--- src/rtl/esc_pkg.sv ---
package esc_pkg;

    typedef enum logic [1:0] {
        BURST_NONE     = 2'd0,
        BURST_ACTIVATE = 2'd1,
        BURST_RETURN   = 2'd2
    } burst_e;

    typedef struct packed {
        logic tck_high;
        logic tck_rise;
        logic tms_toggle;
    } line_ev_t;

    function automatic burst_e classify_count(input int unsigned cnt,
                                              input int unsigned act_cnt,
                                              input int unsigned ret_min);
        burst_e res;
        if (cnt >= ret_min)
            res = BURST_RETURN;
        else if (cnt == act_cnt)
            res = BURST_ACTIVATE;
        else
            res = BURST_NONE;
        return res;
    endfunction

endpackage

--- src/rtl/esc_sync.sv ---
module esc_sync #(
    parameter int LINES  = 2,
    parameter int STAGES = 2
) (
    input  logic             clk,
    input  logic             rst,
    input  logic [LINES-1:0] async_in,
    output logic [LINES-1:0] sync_out
);
    logic [LINES-1:0] stage_q [STAGES];

    generate
        for (genvar s = 0; s < STAGES; s++) begin : g_stage
            if (s == 0) begin : g_first
                always_ff @(posedge clk) begin
                    if (rst) stage_q[s] <= '0;
                    else     stage_q[s] <= async_in;
                end
            end else begin : g_next
                always_ff @(posedge clk) begin
                    if (rst) stage_q[s] <= '0;
                    else     stage_q[s] <= stage_q[s-1];
                end
            end
        end
    endgenerate

    assign sync_out = stage_q[STAGES-1];
endmodule

--- src/rtl/esc_edge_det.sv ---
module esc_edge_det
    import esc_pkg::*;
(
    input  logic     clk,
    input  logic     rst,
    input  logic     tck_s,
    input  logic     tms_s,
    output line_ev_t ev
);
    logic tck_prev_q;
    logic tms_prev_q;

    always_ff @(posedge clk) begin
        if (rst) begin
            tck_prev_q <= 1'b0;
            tms_prev_q <= 1'b0;
        end else begin
            tck_prev_q <= tck_s;
            tms_prev_q <= tms_s;
        end
    end

    always_comb begin
        ev.tck_rise   = tck_s & ~tck_prev_q;
        ev.tck_high   = tck_s & tck_prev_q;
        ev.tms_toggle = tms_s ^ tms_prev_q;
    end
endmodule

--- src/rtl/esc_toggle_counter.sv ---
module esc_toggle_counter
    import esc_pkg::*;
#(
    parameter int CNT_W = 4
) (
    input  logic             clk,
    input  logic             rst,
    input  line_ev_t         ev,
    output logic [CNT_W-1:0] count
);
    localparam logic [CNT_W-1:0] CNT_MAX = {CNT_W{1'b1}};

    logic [CNT_W-1:0] cnt_q;

    always_ff @(posedge clk) begin
        if (rst)
            cnt_q <= '0;
        else if (ev.tck_rise)
            cnt_q <= '0;
        else if (ev.tck_high && ev.tms_toggle && cnt_q != CNT_MAX)
            cnt_q <= cnt_q + 1'b1;
    end

    assign count = cnt_q;


    clear_on_rise_chk: assert property (@(posedge clk) disable iff (rst)
        ev.tck_rise |=> cnt_q == '0);


    low_phase_hold_chk: assert property (@(posedge clk) disable iff (rst)
        (!ev.tck_high && !ev.tck_rise) |=> $stable(cnt_q));


    saturate_hold_chk: assert property (@(posedge clk) disable iff (rst)
        (cnt_q == CNT_MAX && !ev.tck_rise) |=> cnt_q == CNT_MAX);


    step_bound_chk: assert property (@(posedge clk) disable iff (rst)
        !ev.tck_rise |=> (cnt_q == $past(cnt_q) || cnt_q == $past(cnt_q) + 1'b1));
endmodule

--- src/rtl/esc_classifier.sv ---
module esc_classifier
    import esc_pkg::*;
#(
    parameter int CNT_W   = 4,
    parameter int ACT_CNT = 6,
    parameter int RET_MIN = 8
) (
    input  logic             clk,
    input  logic             rst,
    input  line_ev_t         ev,
    input  logic [CNT_W-1:0] count,
    output logic             act_pulse,
    output logic             ret_pulse
);
    burst_e kind;
    logic   act_q;
    logic   ret_q;

    always_comb begin
        kind = classify_count(int'(count), ACT_CNT, RET_MIN);
    end

    always_ff @(posedge clk) begin
        if (rst) begin
            act_q <= 1'b0;
            ret_q <= 1'b0;
        end else begin
            act_q <= ev.tck_rise && (kind == BURST_ACTIVATE);
            ret_q <= ev.tck_rise && (kind == BURST_RETURN);
        end
    end

    assign act_pulse = act_q;
    assign ret_pulse = ret_q;


    act_after_rise_chk: assert property (@(posedge clk) disable iff (rst)
        act_q |-> $past(ev.tck_rise));


    ret_after_rise_chk: assert property (@(posedge clk) disable iff (rst)
        ret_q |-> $past(ev.tck_rise));


    act_single_chk: assert property (@(posedge clk) disable iff (rst)
        act_q |=> !act_q);


    ret_single_chk: assert property (@(posedge clk) disable iff (rst)
        ret_q |=> !ret_q);
endmodule

--- src/rtl/esc_detector.sv ---
module esc_detector
    import esc_pkg::*;
#(
    parameter int SYNC_STAGES = 2,
    parameter int CNT_W       = 4,
    parameter int ACT_CNT     = 6,
    parameter int RET_MIN     = 8
) (
    input  logic clk,
    input  logic rst,
    input  logic tck_in,
    input  logic tms_in,
    output logic activate_req,
    output logic return_req
);
    localparam int LINES = 2;

    logic [LINES-1:0] sync_v;
    line_ev_t         ev;
    logic [CNT_W-1:0] count;

    esc_sync #(.LINES(LINES), .STAGES(SYNC_STAGES)) sync_i (
        .clk      (clk),
        .rst      (rst),
        .async_in ({tms_in, tck_in}),
        .sync_out (sync_v)
    );

    esc_edge_det edge_i (
        .clk   (clk),
        .rst   (rst),
        .tck_s (sync_v[0]),
        .tms_s (sync_v[1]),
        .ev    (ev)
    );

    esc_toggle_counter #(.CNT_W(CNT_W)) cnt_i (
        .clk   (clk),
        .rst   (rst),
        .ev    (ev),
        .count (count)
    );

    esc_classifier #(.CNT_W(CNT_W), .ACT_CNT(ACT_CNT), .RET_MIN(RET_MIN)) cls_i (
        .clk       (clk),
        .rst       (rst),
        .ev        (ev),
        .count     (count),
        .act_pulse (activate_req),
        .ret_pulse (return_req)
    );


    req_exclusive_chk: assert property (@(posedge clk) disable iff (rst)
        !(activate_req && return_req));
endmodule

--- config.mk ---
export PLATFORM = sky130hd
export DESIGN_NAME = esc_detector
export DESIGN_NICKNAME = d
export VERILOG_FILES = /design/src/rtl/esc_pkg.sv /design/src/rtl/esc_sync.sv /design/src/rtl/esc_edge_det.sv /design/src/rtl/esc_toggle_counter.sv /design/src/rtl/esc_classifier.sv /design/src/rtl/esc_detector.sv
export SDC_FILE = /design/constraint.sdc
export NUM_CORES = 1
export LEC_CHECK = 0
export BUFFER_PORTS_ARGS = -buffer_cell sky130_fd_sc_hd__buf_2
export CELL_PAD_IN_SITES_DETAIL_PLACEMENT = 0
export CELL_PAD_IN_SITES_GLOBAL_PLACEMENT = 1
export CORE_AREA = 2 2 39 41
export CTS_CLUSTER_DIAMETER = 100
export DETAILED_ROUTE_END_ITERATION = 6
export DIE_AREA = 0 0 41 43
export HOLD_SLACK_MARGIN = 0.05
export PLACE_DENSITY = 0.73
export SLEW_MARGIN = 30
export SYNTH_ARGS = -nofsm -noshare
export SYNTH_HDL_FRONTEND = slang
export SYNTH_SLANG_ARGS = --single-unit
--- constraint.sdc ---
create_clock -name clk -period 2.9 [get_ports clk]
set_clock_uncertainty 0.1 [all_clocks]
set_input_delay 0.29 -clock clk [delete_from_list [all_inputs] [get_ports clk]]
set_output_delay 0.29 -clock clk [all_outputs]
set_load 0.01 [all_outputs]
==> impl_metrics.env <==
export IMPL_r2r_cells=3
export IMPL_grt_pass1_vias=324
export IMPL_coreArea_um2=1380
export IMPL_maxSlewHeadroom_pct=77.0
export IMPL_layout_area_seq_um2=240
export IMPL_crit_type="reg2reg"
export IMPL_grt_first_pass_wirelength_um=1370
export IMPL_cts_tree="yes"
export IMPL_layout_drive_gt1_share_pct=18.5
export IMPL_drv_slew=0
export IMPL_multi_input_area_um2=244
export IMPL_critPathCaptureType="flip-flop"
export IMPL_ant_nets=0
export IMPL_insertion_delay_ns=0.27
export IMPL_timing_fmax_mhz=731
export IMPL_diodes=0
export IMPL_synthCells=47
export IMPL_yosys_warnings=0
export IMPL_synth_seq_cells=12
export IMPL_clock_path_buffers=2
export IMPL_finalWirelength_um=768
export IMPL_fin_crit_sh_pct=47.2
export IMPL_start_util_pct=36.6
export IMPL_synth_area_per_cell_um2=10.8
export IMPL_startpoint_type="flip-flop"
export IMPL_synth_area_um2=507
export IMPL_ios=6
export IMPL_nNetsFinal=63
export IMPL_grt_usage_pct=12.5
export IMPL_fp_dieW_um=41
export IMPL_hold_violations=0
export IMPL_synth_nets=54
export IMPL_grt_max_degree=11
export IMPL_dp_hpwl_um=565
export IMPL_num_rows=14
export IMPL_maxCapViolCount=0
export IMPL_cts_hold_buf=0
export IMPL_whs_endpoint="sync_i.stage_q[0][0]"
export IMPL_wl_per_cell_um=11.0
export IMPL_r2r_slack_ns=1.53
export IMPL_leakagePower_nw=0.214
export IMPL_drt_iter0_markers=1
export IMPL_rsz0062_at_grt="no"
export IMPL_dr_pass1_iters=2
export IMPL_final_setup_viol_count=0
export IMPL_nFillCells=142
export IMPL_hp_start="tck_in"
export IMPL_hold_class="in2reg"
export IMPL_crit_required_ns=3.00
export IMPL_cts_setup_buffers=0
export IMPL_fin_tns_setup_ns=0
export IMPL_cp_arrival_ns=1.47
export IMPL_cp_max_fo=5
export IMPL_post_cts_resized=0
export IMPL_grt_overflow=0
export IMPL_htree_levels=1
export IMPL_cts_root_buf="clkbuf_4"
export IMPL_worst_pin_slew_ns=0.342
export IMPL_synth_seq_area_share_pct=47.4
export IMPL_numPortBuffers=5
export IMPL_drc=0
export IMPL_outcome="complete, no violations"
export IMPL_worstHoldPathCells=2
export IMPL_place_gp_congestion=0.663
export IMPL_ys_types=19
export IMPL_vias=358
export IMPL_cts_buffers=3
export IMPL_syn_to_final_growth_pct=11.9
export IMPL_r2r_end="cnt_i.count[1]"
export IMPL_die_h_um=43
export IMPL_power_density_nw_per_um2=494
export IMPL_numClockSinks=12
export IMPL_antenna_found_initial=0
export IMPL_vdd_drop_max_v=0.000266
export IMPL_drt_vias_per_instance=5.11
export IMPL_utilization_pct=41.0
export IMPL_cts_clk_slew_worst_paths_ns=0.07
export IMPL_die_area_um2=1760
export IMPL_r2r_start="cnt_i.count[1]"
export IMPL_finalCriticalPeriod_ns=1.37
[metrics by stage]
stage,setup WS [ns],instances,hold WS (ns),instance area [um2],total power [mW]
finish,1.53,70,0.130,567,0.280
global route,1.47,70,0.128,567,0.294
CTS,1.53,70,0.128,567,0.285
detailed placement,1.54,67,0.329,544,0.186
global placement,1.58,67,0.328,544,0.186
floorplan,1.65,47,0.262,507,0.182
[state kept, by name, indices dropped and copies added, names as in the netlist]
register / count
cls_i.ret_pulse: 1
edge_i.tms_prev_q: 1
cls_i.act_pulse: 1
edge_i.tck_prev_q: 1
sync_i.stage_q: 4
cnt_i.count: 4
[worst max path at each step]
stage / end / start / depth (start not counted)
CTS: cnt_i.count[1] / cnt_i.count[1] / 3
floorplan: cnt_i.count[0] / cnt_i.count[0] / 3
detailed placement: cnt_i.count[1] / cnt_i.count[1] / 3
finish: cnt_i.count[1] / cnt_i.count[1] / 3
global placement: cnt_i.count[0] / cnt_i.count[0] / 3
global route: cnt_i.count[0] / cnt_i.count[1] / 3
[logic make-up (layout without fill, tap and decap cells)]
family	Yosys count	in the layout	share of synthesized area (%)
fa+ha+maj	3	3	7.41
xor+xnor	2	2	3.46
buf+inv	5	12	4.44
flops	12	12	47.4
simple gates	13	13	17.0
compound gates	10	10	16.3
mux	2	2	3.95
[metal layers]
metal	global-route usage, %	share of wire [%]	vias to the layer above
li1	-	-	183
met4	10.0	3.8	0
met1	15.6	50	162
met2	14.4	41	8
met3	7.85	5.6	5
met5	0	0	-
[cell usage after synthesis]
| library cell | number | share of area, % |
|---|---|---|
| and3b_1 | 1 | 1.7 |
| nand2_2 | 1 | 1.2 |
| dfxtp_1 | 12 | 47 |
| nand2_1 | 1 | 0.74 |
| a211oi_1 | 2 | 3.0 |
| a311oi_2 | 1 | 3.0 |
| nor4b_1 | 3 | 5.2 |
| o211ai_1 | 4 | 5.9 |
| buf_4 | 1 | 1.5 |
| nor2b_1 | 5 | 6.2 |
| a41oi_1 | 2 | 3.5 |
| xor2_1 | 1 | 1.7 |
| mux2i_1 | 2 | 4.0 |
| and3_1 | 1 | 1.2 |
| xnor2_1 | 1 | 1.7 |
| inv_1 | 4 | 3.0 |
| o21ai_0 | 1 | 0.99 |
| ha_1 | 3 | 7.4 |
| nor2_1 | 1 | 0.74 |
[cells in the final DEF (no fill, tap or decap)]
cell	Yosys	routed
ha_1	3	3
nor2_1	1	1
nand2_2	1	1
inv_1	4	4
a311oi_2	1	1
o211ai_1	4	4
a41oi_1	2	2
nor4b_1	3	3
and3_1	1	1
nand2_1	1	1
a211oi_1	2	2
mux2i_1	2	2
and3b_1	1	1
clkbuf_4	0	3
nor2b_1	5	5
buf_2	0	5
xnor2_1	1	1
o21ai_0	1	1
xor2_1	1	1
dfxtp_1	12	12
[worst max-delay path: stages (launching register included)]
cell	delay, ns
dfxtp_1	0.35
ha_1	0.25
a311oi_2	0.38
mux2i_1	0.22
[layout make-up]
type / instances / area share (%)
Multi-Input combinational cell: 30 / 43.0
Sequential cell: 12 / 42.4
Inverter: 4 / 2.65
Tap cell: 16 / 3.53
Clock buffer: 3 / 3.97
Timing Repair Buffer: 5 / 4.42
[power by group]
part	internal [mW]	total, mW	leakage (nW)	switching (mW)
Combinational	0.00511	0.0112	0.102	0.00608
Sequential	0.168	0.171	0.0977	0.00261
Clock	0.0481	0.0984	0.0138	0.0503
Note: power is estimated with default switching activity, not from simulation.
